File: config.mk
export PLATFORM = sky130hd
export DESIGN_NAME = uart_irq_ident
export DESIGN_NICKNAME = d
export VERILOG_FILES = /design/src/rtl/uart_irq_ident.sv
export SDC_FILE = /design/constraint.sdc
export NUM_CORES = 1
export LEC_CHECK = 0
export BUFFER_PORTS_ARGS = -buffer_cell sky130_fd_sc_hd__clkbuf_2
export CAP_MARGIN = 20
export CORE_AREA = 2 2 39 41
export DETAILED_ROUTE_END_ITERATION = 6
export DIE_AREA = 0 0 41 43
export HOLD_SLACK_MARGIN = 0.05
export MAX_ROUTING_LAYER = met4
export SLEW_MARGIN = 20
export SYNTH_ARGS = -nofsm -noshare
export SYNTH_HDL_FRONTEND = slang
export SYNTH_SLANG_ARGS = --single-unit
File: constraint.sdc
create_clock -name clk -period 1.65 [get_ports clk]
set_input_delay 0.165 -clock clk [delete_from_list [all_inputs] [get_ports clk]]
set_output_delay 0.165 -clock clk [all_outputs]
set_load 0.01 [all_outputs]
File: src/rtl/uart_irq_ident.sv
module uart_irq_ident (
  input  logic       clk,
  input  logic       rst_n,
  input  logic [3:0] int_en,
  input  logic       lsr_err_evt,
  input  logic       rx_ready,
  input  logic       cto_evt,
  input  logic       thr_empty,
  input  logic       msr_chg_evt,
  input  logic       fifo_en,
  input  logic       fifo64_en,
  input  logic       rd_ident,
  input  logic       rd_lsr,
  input  logic       rd_rbr,
  input  logic       rd_msr,
  input  logic       wr_thr,
  output logic [7:0] ident,
  output logic       irq
);
  logic       ls_q, to_q, ms_q, tx_q, tx_arm_q;
  logic [3:0] code;

  wire tx_arm = thr_empty & int_en[1];

  always_ff @(posedge clk) begin
    if (!rst_n) begin
      ls_q     <= 1'b0;
      to_q     <= 1'b0;
      ms_q     <= 1'b0;
      tx_q     <= 1'b0;
      tx_arm_q <= 1'b0;
    end else begin
      tx_arm_q <= tx_arm;
      if (wr_thr || (rd_ident && code == 4'h2)) tx_q <= 1'b0;
      else if (tx_arm && !tx_arm_q)             tx_q <= 1'b1;
      if (lsr_err_evt)  ls_q <= 1'b1;
      else if (rd_lsr)  ls_q <= 1'b0;
      if (cto_evt)      to_q <= 1'b1;
      else if (rd_rbr)  to_q <= 1'b0;
      if (msr_chg_evt)  ms_q <= 1'b1;
      else if (rd_msr)  ms_q <= 1'b0;
    end
  end

  always_comb begin
    if (int_en[2] && ls_q)          code = 4'h6;
    else if (int_en[0] && rx_ready) code = 4'h4;
    else if (int_en[0] && to_q)     code = 4'hC;
    else if (int_en[1] && tx_q)     code = 4'h2;
    else if (int_en[3] && ms_q)     code = 4'h0;
    else                            code = 4'h1;
  end

  assign ident = {fifo_en, fifo_en, fifo_en & fifo64_en, 1'b0, code};
  assign irq   = ~code[0];
endmodule

==> reports/metrics.yaml, run 1 <==
drt_pass1_iterations: 4
vias: 307
r2r_end: "tx_q"
synth_seq_cells: 5
p_seq_frac: 0.385
power_frac_comb: 0.202
tns_ns: 0
cp_data_required_time_ns: 1.48
pin_count: 27
cts_tree: "yes"
synth_xor_xnor_area_share: 0
die_w_um: 41
hold_buffers: 0
grt_pass1_wl_um: 1180
finalWorstSetupSlack_ns: 0.267
status: "completed"
maxCapViolations: 0
ir_drop_mv: 0.573
path_buf_inv: 1
hold_depth: 2
postCtsSetupBuffers: 0
die_height_um: 43
hp-class: "in2reg"
power_switching_uw: 87.6
postSynthAreaPerCell_um2: 8.56
grt_pass1_vias: 312
track_usage: 0.104
skew_ns: 0.00652
cts-buffers-inserted: 3
finalHoldViolCount: 0
min_to: "ms_q"
drtIter0Drc: 4
gp_congestion: 0.677
cp_cell_sequence: "o21ai_2, nand2_2, a221oi_1, clkbuf_2"
coreArea_mm2: 0.00138
syn-num-nets: 49
crit_slowest_cell: "dfxtp_1"
period_needed_ns: 1.38
wl_um: 691
total_leakage_power_nw: 0.219
grt_max_degree: 7
ff2ff_path_depth: 3
grt_setup_unrepaired: "no"
finalCritPeriodShare: 0.838
final_nets: 76
startpoint_type: "flip-flop"
syn_area_um2: 265
area_growth_pct: 56.1
r2r_start: "to_q"
crit_fanout: 4
ff2ff_setup_slack_ns: 0.77
ys_warn_count: 0
antenna_left: 0
end_kind: "output pin"
num_rows: 14
cts.sinks: 5
clkPwrFrac: 0.413
power-per-cell-area_mw_per_mm2: 829
diodes: 0
gr-total-overflow: 0
drv_slew: 0
critical-path-top-delay-family: "compound AO/OA/AOI/OAI gates"
hp-start: "msr_chg_evt"
seq_area_frac_synth: 0.377
cts-root-buf: "clkbuf_4"
initial_utilization: 0.192
drive_gt1_frac: 0.526
synth_top_family_by_area: "simple AND/OR/NAND/NOR gates"
route.detailed.drc: 0
synth_fa_ha_area_frac: 0
dp_slack_ns: 0.498
max_stage_delay_ns: 0.32
cts_resized: 0
port_buffers: 25
synth_simple_gate_area_frac: 0.292
worstSkewPairLatency_ns: 0.24
critPathKind: "reg2out"
synth_cell_types: 15
setup_viol: 0
cp.arrival_ns: 1.22
max_freq_mhz: 723
clockBufferDepth: 2
dieArea_mm2: 0.00176
avgViaCountPerCell: 4.21
route.detailed.wl_per_inst_um: 9.47
antenna_found_initial: 0
synthCells: 31
clkTransAtPathRegs_ns: 0.05
htree_levels: 1
sw_frac_of_total: 0.255
power.internal_uw: 256
synth_compound_area_frac: 0.231
dp_hpwl_um: 614
synth_mux_area_frac: 0
## worst register-to-register path: cells and delay by family (launching register included)
kind               cells  cell delay (ns)
AOI/OAI and AO/OA      2             0.37
DFF                    1             0.32
and+or+nand+nor        1             0.09
## cell usage in the layout (no fill, tap or decap)
| cell type | instances |
|---|---|
| a221o_1 | 1 |
| a221oi_1 | 1 |
| and2_1 | 1 |
| and3_1 | 1 |
| clkbuf_1 | 1 |
| clkbuf_2 | 25 |
| clkbuf_4 | 3 |
| conb_1 | 1 |
| dfxtp_1 | 5 |
| nand2_1 | 3 |
| nand2_2 | 1 |
| nand3_1 | 3 |
| nor2_1 | 2 |
| nor2b_1 | 4 |
| o21a_1 | 3 |
| o21ai_2 | 1 |
| o221a_1 | 1 |
## registers in the layout, summed over array words and instances, names as in the netlist
| signal | count |
|---|---|
| tx_q | 1 |
| tx_arm_q | 1 |
| to_q | 1 |
| ls_q | 1 |
| ms_q | 1 |
## per-layer routing
| layer | GRT usage | vias up | share of wire |
|---|---|---|---|
| li1 | - | 158 | - |
| met1 | 0.115 | 128 | 0.42 |
| met2 | 0.144 | 21 | 0.44 |
| met3 | 0.0681 | 0 | 0.14 |
| met4 | 0.0400 | 0 | 0 |
| met5 | - | - | 0 |
## layout make-up
| cell class | count | area (µm²) |
|---|---|---|
| multi-input combinational | 23 | 143 |
| fill | 156 | 970 |
| clock buffer | 4 | 26.3 |
| tap | 16 | 20.0 |
| sequential | 5 | 100 |
| timing repair buffer | 25 | 125 |
## power groups by stage
| stage | Clock, mW | Sequential (mW) | Combinational [mW] |
|---|---|---|---|
| detailed placement | 0 | 0.134 | 0.0708 |
| global route | 0.167 | 0.133 | 0.0778 |
| CTS | 0.149 | 0.132 | 0.0710 |
| global placement | 0 | 0.134 | 0.0696 |
| finish | 0.142 | 0.132 | 0.0693 |
| floorplan | 0 | 0.133 | 0.0360 |
## how the worst max path moves through the flow
stage,start,cells past startpoint,endpoint
2_1_floorplan,to_q,3,ident[0]
3_3_place_gp,to_q,4,ident[0]
3_5_place_dp,to_q,4,ident[0]
4_1_cts,to_q,4,ident[0]
5_1_grt,to_q,4,ident[0]
6_report,to_q,4,ident[0]
## logic make-up after synthesis
group           count (synthesis)
simple gates                   15
other cells                     1
buf+inv                         3
flops                           5
compound gates                  7
## Yosys cell counts
cell      instances  area share
a221o_1           1       0.038
nor2_1            2       0.028
o21ai_2           1       0.033
nor2b_1           4       0.094
dfxtp_1           5        0.38
a221oi_1          1       0.033
nand3_1           3       0.057
and3_1            1       0.024
buf_4             3       0.085
o221a_1           1       0.042
o21a_1            3       0.085
conb_1            1       0.014
and2_1            1       0.024
nand2_1           3       0.042
nand2_2           1       0.024
## through the flow
step	instances	cell area, µm²	total power, mW	hold WS (ns)	util
after floorplan	31	265	0.169	0.283	-
after global placement	69	388	0.204	0.374	0.280
after detailed placement	69	388	0.205	0.381	0.280
after CTS	73	414	0.352	0.126	0.299
after global routing	73	414	0.378	0.119	0.299
final	73	414	0.343	0.129	0.299
Note: power is estimated with default switching activity, not from simulation.
==> run 2, diff against run 1 <==
Clock period 1.65 ns to 1.18 ns, I/O delays scaled along.
==> run 2 against run 1 <==
The flow now finishes with violations (negative setup slack); clock power is 40% higher; sequential power is 41% higher; sequential share of layout area is 1.9 points lower; core utilization is 3.0 points higher; first-iteration DRC count is 50% lower; global-route usage is 0.82 points higher; critical path depth stayed put; count of clock-buffer cells in the layout stayed put; final area is 10% higher; non-clock buffer count is 3 higher; die area stayed put; final cell count is 4.1% higher; critical path type unchanged; critical endpoint is now irq.
==> reports/metrics.yaml, run 2 (synthesis gave the netlist of run 1 again) <==
initial_utilization: 0.192
area_growth_pct: 71.7
layout_common_cells: "clkbuf_2 (22), nor2b_1 (4), dfxtp_1 (4)"
power.internal_uw: 372
dp_hpwl_um: 614
antenna_left: 0
num_rows: 14
port_buffers: 25
multi_input_area_um2: 154
finalHoldViolCount: 0
total_leakage_power_nw: 0.240
gp_congestion: 0.678
grt_max_degree: 7
end_kind: "output pin"
critPathKind: "reg2out"
hp-class: "in2reg"
grt_setup_unrepaired: "yes"
fillers: 156
worstSkewPairLatency_ns: 0.24
route.detailed.drc: 0
tns_ns: -0.177
coreArea_mm2: 0.00138
diodes: 0
sw_frac_of_total: 0.256
ir_drop_mv: 0.796
max_freq_mhz: 770
grt_pass1_wl_um: 1280
final_cells: 76
regArea_um2: 101
fin_area_um2: 455
cp.arrival_ns: 1.18
drv_slew: 0
track_usage: 0.112
drtIter0Drc: 2
status: "finished with violations"
dpl.cell_count: 69
drive_gt1_frac: 0.600
worst_hold_slack_ns: 0.0818
skew_ns: 0.00675
avgViaCountPerCell: 4.24
htree_levels: 1
cts.sinks: 5
grt_pass1_vias: 344
die_height_um: 43
finalWorstSetupSlack_ns: -0.118
power.total_uw: 500
die_w_um: 41
final_nets: 79
cp_data_required_time_ns: 1.06
vias: 322
finalCritPeriodShare: 1.10
cts-buffers-inserted: 3
period_needed_ns: 1.30
power_frac_comb: 0.230
violations: "negative setup slack"
p_seq_frac: 0.372
cts_tree: "yes"
clockBufferDepth: 2
final_util: 0.329
antenna_found_initial: 0
wl_um: 743
pin_count: 27
drt_pass1_iterations: 2
clkTransAtPathRegs_ns: 0.05
crit_fanout: 3
place_area_um2: 388
route.detailed.wl_per_inst_um: 9.78
startpoint_type: "flip-flop"
setup_viol: 3
dieArea_mm2: 0.00176
power_switching_uw: 128
dp_slack_ns: 0.0728
maxCapViolations: 0
clkPwrFrac: 0.398
cts-root-buf: "clkbuf_4"
gr-total-overflow: 0
power-per-cell-area_mw_per_mm2: 1100
final_common_cell: "clkbuf_2"
==> run 2: routing by layer <==
layer  vias to the layer above  track usage  part of all wire
li1                        164            -                 -
met1                       137        0.115              0.39
met2                        21        0.169              0.48
met3                         0       0.0681              0.13
met4                         0       0.0400                 0
met5                         -            -                 0
==> run 2: layout make-up <==
cell class,count,area share
clock buffers,4,0.0577
repair buffers,28,0.338
well taps,16,0.0440
multi-input cells,23,0.338
flip-flops and latches,5,0.223
==> run 2: repair_timing <==
item / 4_1_cts / 5_1_grt
setup endpoints to repair: 2 / 4
endpoints found under the hold margin: 0 / 0
buffers inserted: 3 / 0
hold buffers: 0 / 0
pin swaps: 2 / 0
gates resized for setup: 3 / 4
==> run 2: path summary, 6_finish.rpt <==
kind / start / end / slack (ns) / cells past startpoint
worst min register to register: ls_q / ls_q / 0.57 / 2
worst max-delay path: to_q / irq / -0.12 / 4
worst max register to register: to_q / tx_q / 0.19 / 4
worst min-delay path: msr_chg_evt / ms_q / 0.08 / 2
==> run 2: critical path, cell delays in order (launching register included) <==
cell and delay [ns]:
dfxtp_2 0.32, o21ai_2 0.14, nand2_2 0.09, a221o_1 0.27, clkbuf_2 0.13
==> run 2: power groups by stage <==
| stage | sequential [mW] | combinational, mW | clock, mW |
|---|---|---|---|
| final | 0.186 | 0.115 | 0.199 |
| after global routing | 0.187 | 0.129 | 0.234 |
| after CTS | 0.186 | 0.113 | 0.209 |
| after detailed placement | 0.188 | 0.0990 | 0 |
| after global placement | 0.188 | 0.0973 | 0 |
| after floorplan | 0.186 | 0.0503 | 0 |
